$ cat config.mk
export PLATFORM = sky130hd
export DESIGN_NAME = asd_sleep_detect
export DESIGN_NICKNAME = d
export VERILOG_FILES = /design/src/rtl/asd_pkg.sv /design/src/rtl/asd_addr_watch.sv /design/src/rtl/asd_stab_cnt.sv /design/src/rtl/asd_fsm.sv /design/src/rtl/asd_data_latch.sv /design/src/rtl/asd_sleep_detect.sv
export SDC_FILE = /design/constraint.sdc
export NUM_CORES = 1
export LEC_CHECK = 0
export BUFFER_PORTS_ARGS = -buffer_cell sky130_fd_sc_hd__buf_2
export CAP_MARGIN = 15
export CORE_UTILIZATION = 40
export CTS_CLUSTER_SIZE = 12
export DETAILED_ROUTE_END_ITERATION = 8
export PLACE_DENSITY = 0.63
export RECOVER_POWER = 100
export REMOVE_ABC_BUFFERS = 1
export SLEW_MARGIN = 20
export SYNTH_ARGS = -nofsm -noshare
export SYNTH_HDL_FRONTEND = slang
export SYNTH_SLANG_ARGS = --single-unit
$ cat constraint.sdc
create_clock -name clk -period 4.4 [get_ports clk]
set_clock_uncertainty 0.05 [all_clocks]
set_input_delay 0.66 -clock clk [delete_from_list [all_inputs] [get_ports clk]]
set_output_delay 0.66 -clock clk [all_outputs]
set_load 0.05 [all_outputs]
$ cat src/rtl/asd_pkg.sv
package asd_pkg;

    typedef enum logic [1:0] {
        ST_ACCESS = 2'd0,
        ST_VALID  = 2'd1,
        ST_SLEEP  = 2'd2
    } asd_state_e;

endpackage

$ cat src/rtl/asd_addr_watch.sv
module asd_addr_watch #(
    parameter int ADDR_W = 20
) (
    input  logic              clk,
    input  logic              rst,
    input  logic [ADDR_W-1:0] addr_i,
    output logic [ADDR_W-1:0] addr_q_o,
    output logic              chg_o
);

    logic [ADDR_W-1:0] addr_q;

    always_ff @(posedge clk) begin
        if (rst) begin
            addr_q <= '0;
        end else begin
            addr_q <= addr_i;
        end
    end

    assign chg_o    = (addr_i != addr_q);
    assign addr_q_o = addr_q;

endmodule

$ cat src/rtl/asd_stab_cnt.sv
module asd_stab_cnt #(
    parameter int LIMIT = 10,
    parameter int CNT_W = 4
) (
    input  logic             clk,
    input  logic             rst,
    input  logic             clr_i,
    output logic [CNT_W-1:0] cnt_o
);

    localparam logic [CNT_W-1:0] CNT_TOP = CNT_W'(LIMIT);

    logic [CNT_W-1:0] cnt;

    always_ff @(posedge clk) begin
        if (rst || clr_i) begin
            cnt <= '0;
        end else if (cnt != CNT_TOP) begin
            cnt <= cnt + 1'b1;
        end
    end

    assign cnt_o = cnt;

endmodule

$ cat src/rtl/asd_fsm.sv
module asd_fsm
    import asd_pkg::*;
#(
    parameter int ACC_CYC   = 7,
    parameter int SLEEP_CYC = 10,
    parameter int CNT_W     = 4
) (
    input  logic             clk,
    input  logic             rst,
    input  logic             chg_i,
    input  logic [CNT_W-1:0] cnt_i,
    output logic             load_o,
    output logic             valid_o,
    output logic             sleep_o
);

    localparam logic [CNT_W-1:0] ACC_LAST   = CNT_W'(ACC_CYC - 1);
    localparam logic [CNT_W-1:0] SLEEP_LAST = CNT_W'(SLEEP_CYC - 1);

    asd_state_e state_q;
    asd_state_e state_d;

    always_comb begin
        state_d = state_q;
        load_o  = 1'b0;
        if (chg_i) begin
            state_d = ST_ACCESS;
        end else begin
            unique case (state_q)
                ST_ACCESS: begin
                    if (cnt_i == ACC_LAST) begin
                        state_d = ST_VALID;
                        load_o  = 1'b1;
                    end
                end
                ST_VALID: begin
                    if (cnt_i == SLEEP_LAST) begin
                        state_d = ST_SLEEP;
                    end
                end
                ST_SLEEP: begin
                    state_d = ST_SLEEP;
                end
                default: begin
                    state_d = ST_ACCESS;
                end
            endcase
        end
    end

    always_ff @(posedge clk) begin
        if (rst) begin
            state_q <= ST_ACCESS;
        end else begin
            state_q <= state_d;
        end
    end

    always_comb begin
        valid_o = (state_q == ST_VALID) || (state_q == ST_SLEEP);
        sleep_o = (state_q == ST_SLEEP);
    end

endmodule

$ cat src/rtl/asd_data_latch.sv
module asd_data_latch #(
    parameter int DATA_W = 16
) (
    input  logic              clk,
    input  logic              rst,
    input  logic              load_i,
    input  logic [DATA_W-1:0] data_i,
    output logic [DATA_W-1:0] data_o
);

    logic [DATA_W-1:0] held_q;

    always_ff @(posedge clk) begin
        if (rst) begin
            held_q <= '0;
        end else if (load_i) begin
            held_q <= data_i;
        end
    end

    assign data_o = held_q;

endmodule

$ cat src/rtl/asd_sleep_detect.sv
module asd_sleep_detect #(
    parameter int ADDR_W     = 20,
    parameter int DATA_W     = 16,
    parameter int ACC_CYC    = 7,
    parameter int MARGIN_CYC = 3
) (
    input  logic              clk,
    input  logic              rst,
    input  logic [ADDR_W-1:0] addr,
    input  logic [DATA_W-1:0] data_in,
    output logic [DATA_W-1:0] data_out,
    output logic              sleep,
    output logic              data_valid
);

    localparam int SLEEP_CYC = ACC_CYC + MARGIN_CYC;
    localparam int CNT_W     = $clog2(SLEEP_CYC + 1);

    logic [ADDR_W-1:0] addr_q;
    logic              chg;
    logic [CNT_W-1:0]  cnt;
    logic              load;

    asd_addr_watch #(
        .ADDR_W (ADDR_W)
    ) u_watch (
        .clk      (clk),
        .rst      (rst),
        .addr_i   (addr),
        .addr_q_o (addr_q),
        .chg_o    (chg)
    );

    asd_stab_cnt #(
        .LIMIT (SLEEP_CYC),
        .CNT_W (CNT_W)
    ) u_cnt (
        .clk   (clk),
        .rst   (rst),
        .clr_i (chg),
        .cnt_o (cnt)
    );

    asd_fsm #(
        .ACC_CYC   (ACC_CYC),
        .SLEEP_CYC (SLEEP_CYC),
        .CNT_W     (CNT_W)
    ) u_fsm (
        .clk     (clk),
        .rst     (rst),
        .chg_i   (chg),
        .cnt_i   (cnt),
        .load_o  (load),
        .valid_o (data_valid),
        .sleep_o (sleep)
    );

    asd_data_latch #(
        .DATA_W (DATA_W)
    ) u_latch (
        .clk    (clk),
        .rst    (rst),
        .load_i (load),
        .data_i (data_in),
        .data_o (data_out)
    );

endmodule

==> metrics, run 1 <==
Routed WL per cell=12.4 um; CP arrival=3.19 ns; Critical Path Source Type=register; Util after Layout=0.488; Num CTS Buffers=5; Post-CTS Resized=0; Remaining Overflow, GRT=0; Setup WS pre-CTS=between 1.5 and 2 ns; max-cap viol count=2; Tcrit/Tclk final=0.713; Synth-to-Final Area Change=17.4%; share of cells above drive strength 1=0.191; # fillers=between 400 and 500; initial antenna violation count=0; CP max stage delay=~1.3 ns; Post-Synthesis Cells=~180; Post-Syn Area=0.00180 mm2; Starting Density=0.416; Pwr Density=about 330 mW/mm2; final WL=around 3.6 mm; status=complete, but fails checks; failing checks=max-capacitance violations, max-slew violations; CTS H-tree lvls=2; Max Slew Vio Count=56; die area=~0.0048 mm2; # rows=24; CTS Buffer Depth=2; largest net degree at the start of global routing=38; final-stage net count=280; min Tclk post-route=about 3.1 ns; Antenna Cells=0; post-route setup TNS=0 ns; vias in the first global route=between 1000 and 1500; CTS root buf=clkbuf_8; Peak VDD IR=roughly 120 uV; first-pass GRT wire length=between 6 and 7 mm; antenna viol nets, final=0; fmax=around 0.32 GHz; HP Class=register to register; Fin Hold WS=0.426 ns; CTS tree=yes; Design Area, Final=roughly 0.0021 mm2; CORE AREA=0.00432 mm2; Layout Cells excl Fill=about 290; Final Hold Vio Count=0; DR iter-0 viols=49; post-CTS setup buffer count=0; hold_buf cts=0; worst-margin pin slew=between 1.5 and 2 ns; DP HPWL=approximately 2.5 mm; top cells by area, synth=dfxtp_1, nor2b_1, xor2_1, nand4_1, ha_1; DRT Pass-1 Iters=4; Placed Cells=280; Setup violations, final=0; slew margin rel.=-0.143; via count=~1400; WS Path Type=register to register; Multi-input gate area=roughly 840 um2; ordered list of cells on the worst path=ha_1, nand2_2, nor3b_1, or3b_4, o21ai_0, a21oi_1; Yosys Warn Count=0; Worst path slowest cell=nor3b_1; register area=approximately 840 um2; synthesized area per cell=9.88 um2; final setup slack of the worst path=~1.3 ns; Yosys reg bits=between 40 and 50; Ports=56; RSZ-0062 raised after global routing=false; P_leak=approximately 0.83 nW; CP Data Required Time=between 4 and 5 ns; share of the synthesized area in the top cell type=0.468; Total Routing Usage GR=0.161; Netlist cell types=26; register area share after synthesis=0.468; Port Buffers=55; Power Total=between 0.6 and 0.7 mW; placed instance area=0.00209 mm2; worst skew pair latency=0.29 ns; Clock Pin Slew Worst Setup and Hold Paths=0.08 ns; DRC viols=0; die height=69.0 um; Synth area leader=dfxtp_1; vias per cell=~4.8; Die Span X=between 60 and 70 um; global placement routability congestion=approximately 0.75; CP Capture Type=register; worst-path maximum fanout=17; Clock Sinks=between 40 and 50
[per-layer routing]
layer  share of wire  track usage
met1            0.48        0.199
met2            0.46        0.265
met3           0.043       0.0468
met4           0.018       0.0567
met5               0            0
[registers in the layout, summed over array words and instances, names as in the netlist]
| name | cells |
|---|---|
| u_cnt.cnt_o | 4 |
| u_latch.data_o | 16 |
| u_fsm.state_q | 2 |
| u_watch.addr_q_o | 20 |
[logic make-up after synthesis]
family,after synthesis,share of synthesized area
AOI/OAI and AO/OA,34,0.117
buffers and inverters,14,0.0376
xor gates and xnor gates,23,0.112
muxes,2,0.0111
and+or+nand+nor,60,0.206
DFF,42,0.468
adders and majority gates,7,0.0487
[final timing paths]
path / to / slack (ns) / startpoint / cells after the start
hold reg to reg: u_latch.data_o[8] / 0.43 / u_latch.data_o[8] / 2
setup reg to reg: u_latch.data_o[7] / 1.26 / u_cnt.cnt_o[1] / 6
setup / recovery: u_latch.data_o[7] / 1.26 / u_cnt.cnt_o[1] / 6
hold / removal: u_latch.data_o[8] / 0.43 / u_latch.data_o[8] / 2
[where the power goes]
group	switching [mW]	internal [mW]	total (mW)	leakage, nW
sequential	0.00414	0.390	0.394	0.344
combinational	0.0215	0.0266	0.0481	0.437
clock	0.125	0.127	0.252	0.0482
[final cells by class]
| cell class | count | area share |
|---|---|---|
| Sequential cell | 42 | 0.398 |
| Clock inverter | 1 | 0.00237 |
| Tap cell | 52 | 0.0308 |
| Clock buffer | 7 | 0.0409 |
| Inverter | 4 | 0.00711 |
| Timing Repair Buffer | 56 | 0.122 |
| Multi-Input combinational cell | 126 | 0.398 |
[critical path: cells and delay by family (launching register included)]
| family | cells | cell delay (ns) |
|---|---|---|
| simple gates | 3 | 1.99 |
| flops | 1 | 0.41 |
| fa+ha+maj | 1 | 0.21 |
| compound gates | 2 | 0.27 |
[layout by cell type, fill, tap and decap left out, types with 6 or more instances in the layout]
master / n
buf_2: 35
nor2b_1: 20
dfxtp_1: 42
xnor2_1: 9
clkbuf_1: 21
ha_1: 7
nor2_1: 8
o21ai_0: 14
nand4_1: 18
xor2_1: 14
clkbuf_8: 6
a21oi_1: 17
[Yosys cell counts, drive strengths merged]
master / count
xnor2: 9
and3: 1
nor2b: 20
nor3: 1
a21oi: 17
nor2: 8
nand2: 2
ha: 7
clkbuf: 5
nor3b: 1
nand4: 18
a211oi: 1
inv: 4
nor4: 3
buf: 5
or3b: 1
nand3: 2
xor2: 14
nand3b: 3
o21ai: 16
dfxtp: 42
mux2i: 2
No activity file was read; power rests on OpenSTA's default activity.
==> run 2, diff against run 1 <==
ABC_AREA = 1   (was unset)
PLACE_DENSITY = 0.62   (was 0.63)
clock period = 3.2 ns   (was 4.4 ns; I/O delays follow)
==> run 2 against run 1 <==
Effect of this change:
- setup slack got worse by 0.27 ns
- sequential power increased by 37%
- synthesized area increased by 8.2%
- final cell count increased by 34%
- sequential share of layout area decreased by 3.6 points
- final area increased by 9.8%
- via count increased by 21%
- register-to-register slack improved by 0.04 ns
- the flow now finishes without violations
==> metrics, run 2 <==
status=finished, final reports clean; Netlist cell types=19 (-27%); Placed Cells=379 (+35%); Ports=56 (unchanged); CP Capture Type=register; count of flip-flops with a built-in enable after synthesis=0 (unchanged); CTS Buffer Depth=2 (unchanged); Tcrit/Tclk final=0.690; vias in the first global route=1539 (+11%); most frequent cells in the layout=nand2_1, nor2_1, inv_1; largest net degree at the start of global routing=34 (-11%); Multi-input gate area=846 um2 (+0.60%); ys async rst share=0 (unchanged); RSZ-0062 raised after global routing=false; final WL=3.49 mm (-2.6%); global placement routability congestion=0.790 (+5.7%); Pwr Density=447 mW/mm2 (+36%); P_leak=1.15 nW (+39%); post-CTS setup buffer count=0 (unchanged); Antenna Cells=0 (unchanged); Routed WL per cell=9.02 um (-28%); Max Slew Vio Count=0 (-100%); Total Routing Usage GR=0.153 (-0.00725); final-stage net count=377 (+35%); DP HPWL=2.49 mm (-0.73%); Final Hold Vio Count=0 (unchanged); CTS root buf=clkbuf_8; Clock Sinks=42 (unchanged); DR iter-0 viols=48 (-2.0%); CP arrival=2.33 ns (-0.86 ns); Die Span X=71.7 um (+3.9%); Clock Pin Slew Worst Setup and Hold Paths=0.08 ns (about the same); max-cap viol count=0 (-2); Remaining Overflow, GRT=0 (unchanged); Num CTS Buffers=5 (unchanged); die height=71.7 um (+3.9%); WS Path Type=primary input to register; synthesized area per cell=7.00 um2 (-29%); slew margin rel.=0.376 (+0.519); die area=0.00515 mm2 (+8.0%); ys flop type=dfxtp_1; max FFs per register=20 (unchanged); Layout Cells excl Fill=387 (+34%); Critical Path Source Type=primary input; Post-Synthesis Cells=278 (+53%); top cells by area, synth=dfxtp_1, nand2_1, nor2_1, inv_1, nand3_1; via count=1680 (+21%); first-pass GRT wire length=6.16 mm (-1.7%); antenna viol nets, final=0 (unchanged); Yosys Warn Count=0 (unchanged); worst-margin pin slew=0.936 ns (-0.775 ns); share of cells above drive strength 1=0.162 (-0.0285); Starting Density=0.415 (-0.00113); Fin Hold WS=0.353 ns (-0.0723 ns); min Tclk post-route=~2.2 ns; fmax=about 0.45 GHz; vias per cell=4.34 (-9.9%); Setup violations, final=0 (unchanged); Peak VDD IR=233 uV (+89%); CTS H-tree lvls=2 (unchanged); post-route setup TNS=0 ns (unchanged); # fillers=508 (+15%); Port Buffers=55 (unchanged); leading cell type in the layout, fill and taps excluded=nand2_1; share of the synthesized area in the top cell type=0.432 (-0.0355); # rows=25 (+4.2%); Util after Layout=0.494 (+0.00600); final setup slack of the worst path=0.992 ns (-0.269 ns); register area share after synthesis=0.432 (-0.0355); DRT Pass-1 Iters=4 (unchanged); CORE AREA=0.00469 mm2 (+8.5%); Synth-to-Final Area Change=19.2%; Post-synth top cells=nand2_1, nor2_1, inv_1, dfxtp_1, nand3_1; register area=841 um2 (unchanged); HP Class=primary input to register; worst skew pair latency=0.29 ns (about the same); Synth area leader=dfxtp_1; hold_buf cts=0 (unchanged); worst-path maximum fanout=21 (+4); initial antenna violation count=0 (unchanged); Post-CTS Resized=0 (unchanged); Setup WS pre-CTS=1.08 ns (-0.600 ns); most common cell in the netlist=nand2_1; CP Data Required Time=3.32 ns (-1.13 ns); Yosys reg bits=42 (unchanged); DRC viols=0 (unchanged); Post-Syn Area=0.00195 mm2 (+8.2%); CTS tree=yes
-- run 2: logic make-up after synthesis --
kind of cell    after synthesis  synth area share
xor+xnor                     12            0.0540
simple gates                135             0.282
mux                           1           0.00514
flops                        42             0.432
buf+inv                      62             0.133
compound gates               19            0.0489
fa+ha+maj                     7            0.0450
-- run 2: routing by layer --
layer	vias up	global-route usage	share of wire
met1	706	0.178	0.49
li1	930	-	-
met3	4	0.0647	0.064
met5	-	0	0
met2	40	0.252	0.44
met4	0	0.0588	0.011
-- run 2: metrics by stage --
stage	cell area [um2]	total power [mW]
global placement	2240	0.638
CTS	2340	1.05
detailed placement	2240	0.639
finish	2320	1.04
floorplan	1890	0.601
global route	2320	1.09
-- run 2: layout make-up --
cell class / count / share of cell area
flip-flops and latches: 42 / 0.363
multi-input cells: 174 / 0.365
repair buffers: 56 / 0.112
clock buffers: 7 / 0.0329
clock inverters: 1 / 0.0130
inverters: 53 / 0.0858
well taps: 54 / 0.0291
-- run 2: critical path, stage by stage --
cell,delay (ns)
clkbuf_1,0.68
clkinv_1,0.71
nand2_1,0.38
a21oi_1,0.07
-- run 2: final timing paths --
| kind | slack (ns) | endpoint | cells past startpoint | startpoint |
|---|---|---|---|---|
| hold reg to reg | 0.43 | u_latch.data_o[13] | 2 | u_latch.data_o[13] |
| setup reg to reg | 1.30 | u_cnt.cnt_o[2] | 7 | u_watch.addr_q_o[12] |
| setup / recovery | 0.99 | u_fsm.state_q[1] | 4 | rst |
| hold / removal | 0.35 | u_watch.addr_q_o[11] | 3 | addr[11] |
-- run 2: report_power, final --
part	internal (mW)	switching, mW	total (mW)
logic	0.0413	0.0427	0.0840
clock network	0.234	0.176	0.410
registers	0.536	0.00572	0.541
total	0.811	0.225	1.04
==> run 3, diff against run 2 <==
PLACE_DENSITY = 0.65   (was 0.62)
clock period = 1.9 ns   (was 3.2 ns; I/O delays follow)
==> run 3 against run 2 <==
Effect of this change:
- sequential cell count unchanged
- critical path depth down 1
- sequential power up 69%
- final area up 1.0%
- via count grew 0.30%
- first-iteration DRC count rose by 67%
- core utilization rose by 0.51 points
- largest cell class is now sequential cells
==> metrics, run 3 (synthesized netlist as in run 2, its figures left out) <==
DR iter-0 viols=80 (+67%); CTS Buffer Depth=2 (unchanged); Net Sw Power=0.369 mW (+64%); Clock Sinks=42 (unchanged); Starting Density=0.415 (unchanged); CTS tree=yes; Antenna Cells=0 (unchanged); DRT Pass-1 Iters=3 (-1); Pwr Density=752 mW/mm2 (+68%); first-pass GRT wire length=5.99 mm (-2.8%); die area=0.00515 mm2 (unchanged); Clock Pin Slew Worst Setup and Hold Paths=0.08 ns (about the same); Most Used Layer, Global Route=met2; Peak VDD IR=378 uV (+63%); largest net degree at the start of global routing=34 (unchanged); Remaining Overflow, GRT=0 (unchanged); Final Hold Vio Count=0 (unchanged); WS Path Type=register to primary output; worst-margin pin slew=0.850 ns (-0.0858 ns); Die Span X=71.7 um (unchanged); Power Total=1.76 mW (+70%); final setup slack of the worst path=0.223 ns (-0.769 ns); share of cells above drive strength 1=0.168 (+0.00550); CP Data Required Time=1.56 ns (-1.76 ns); # rows=25 (unchanged); P_leak=1.17 nW (+1.5%); Synth-to-Final Area Change=20.4%; Post-CTS Resized=0 (unchanged); max FFs per register=20 (unchanged); global placement routability congestion=0.714 (-9.6%); Global Route met1 Usage=0.177 (-0.000932); die height=71.7 um (unchanged); M3 GR Usage=0.0506 (-0.0141); CTS root buf=clkbuf_8; Ports=56 (unchanged); Num CTS Buffers=5 (unchanged); most frequent cells in the layout=nand2_1, nor2_1, inv_1; Tcrit/Tclk final=0.883; GR Util met2=0.252 (unchanged); Clock power frac=0.401 (+0.005); final WL=3.58 mm (+2.7%); CP arrival=1.34 ns (-0.99 ns); initial antenna violation count=0 (unchanged); DP HPWL=2.57 mm (+3.2%); Port Buffers=55 (unchanged); max-cap viol count=0 (unchanged); RSZ-0062 raised after global routing=false; hold_buf cts=0 (unchanged); Max Slew Vio Count=0 (unchanged); cell internal pwr=1.39 mW (+72%); worst-path maximum fanout=3 (-86%); CP Capture Type=primary output; Comb pwr share=0.081 (about the same); DRC viols=0 (unchanged); Setup WS pre-CTS=0.330 ns (-0.750 ns); final-stage net count=379 (+0.53%); Net Sw Frac=0.209 (-0.00769); Routed WL per cell=9.23 um (+2.4%); CTS H-tree lvls=2 (unchanged); CORE AREA=0.00469 mm2 (unchanged); vias per cell=4.34 (about the same); slew margin rel.=0.433 (+0.0572); status=finished, final reports clean; HP Class=primary input to register; vias in the first global route=1441 (-6.4%); Total Routing Usage GR=0.147 (-0.00680); worst skew pair latency=0.29 ns (about the same); via count=1685 (+0.30%); antenna viol nets, final=0 (unchanged); Setup violations, final=0 (unchanged); fmax=0.596 GHz; WHS Path Cells=3 (unchanged); Seq pwr share=0.518 (-0.005); leading cell type in the layout, fill and taps excluded=nand2_1; post-CTS setup buffer count=0 (unchanged); Reg2Reg Depth=10 (+3); Critical Path Source Type=register; min Tclk post-route=~1.7 ns
==> run 3: changes by cell type in the layout (fill, tap and decap cells not counted) <==
cell and delta:
clkbuf_8 +1, buf_12 +1, clkbuf_1 -2, clkbuf_2 +1
nor2_4 -1, nor2_1 +1
==> run 3: metrics by stage <==
step | area (um2) | cells | util | TNS (ns) | hold WS (ns)
after floorplan | 1890 | 269 | - | -2.84 | 0.306
after global placement | 2270 | 381 | 0.483 | 0 | 0.406
after detailed placement | 2270 | 381 | 0.483 | 0 | 0.415
after CTS | 2380 | 388 | 0.507 | 0 | 0.161
after global routing | 2340 | 388 | 0.499 | 0 | 0.158
final | 2340 | 388 | 0.499 | 0 | 0.168
==> run 3: routing by layer <==
metal,wire [um],share of wire,vias to the layer above
met5,0,0,-
met4,17,0.0047,0
met3,164,0.046,2
met2,1670,0.47,34
met1,1730,0.48,713
li1,-,-,936
==> run 3: area by class of cell <==
| type | instances | area [um2] |
|---|---|---|
| Multi-Input combinational cell | 174 | 838 |
| Clock inverter | 1 | 30.0 |
| Inverter | 53 | 199 |
| Sequential cell | 42 | 841 |
| Fill cell | 488 | 2350 |
| Tap cell | 54 | 67.6 |
| Timing Repair Buffer | 58 | 284 |
| Clock buffer | 6 | 82.6 |
==> run 3: power groups by stage <==
| stage | Clock (mW) | Sequential, mW | Combinational, mW |
|---|---|---|---|
| 2_1_floorplan | 0 | 0.931 | 0.0819 |
| 3_3_place_gp | 0 | 0.932 | 0.145 |
| 3_5_place_dp | 0 | 0.933 | 0.146 |
| 4_1_cts | 0.732 | 0.912 | 0.147 |
| 5_1_grt | 0.764 | 0.914 | 0.168 |
| 6_report | 0.707 | 0.912 | 0.143 |
==> run 3: critical path: stages (launching register included) <==
cell and delay [ns]:
dfxtp_1 0.33, inv_1 0.10, ha_1 0.16, clkbuf_1 0.46
==> run 3: final timing paths <==
kind | endpoint | slack [ns] | from
hold reg to reg | u_latch.data_o[5] | 0.43 | u_latch.data_o[5]
setup / recovery | sleep | 0.22 | u_fsm.state_q[0]
hold / removal | u_watch.addr_q_o[0] | 0.17 | addr[0]
setup reg to reg | u_cnt.cnt_o[2] | 0.35 | u_watch.addr_q_o[9]
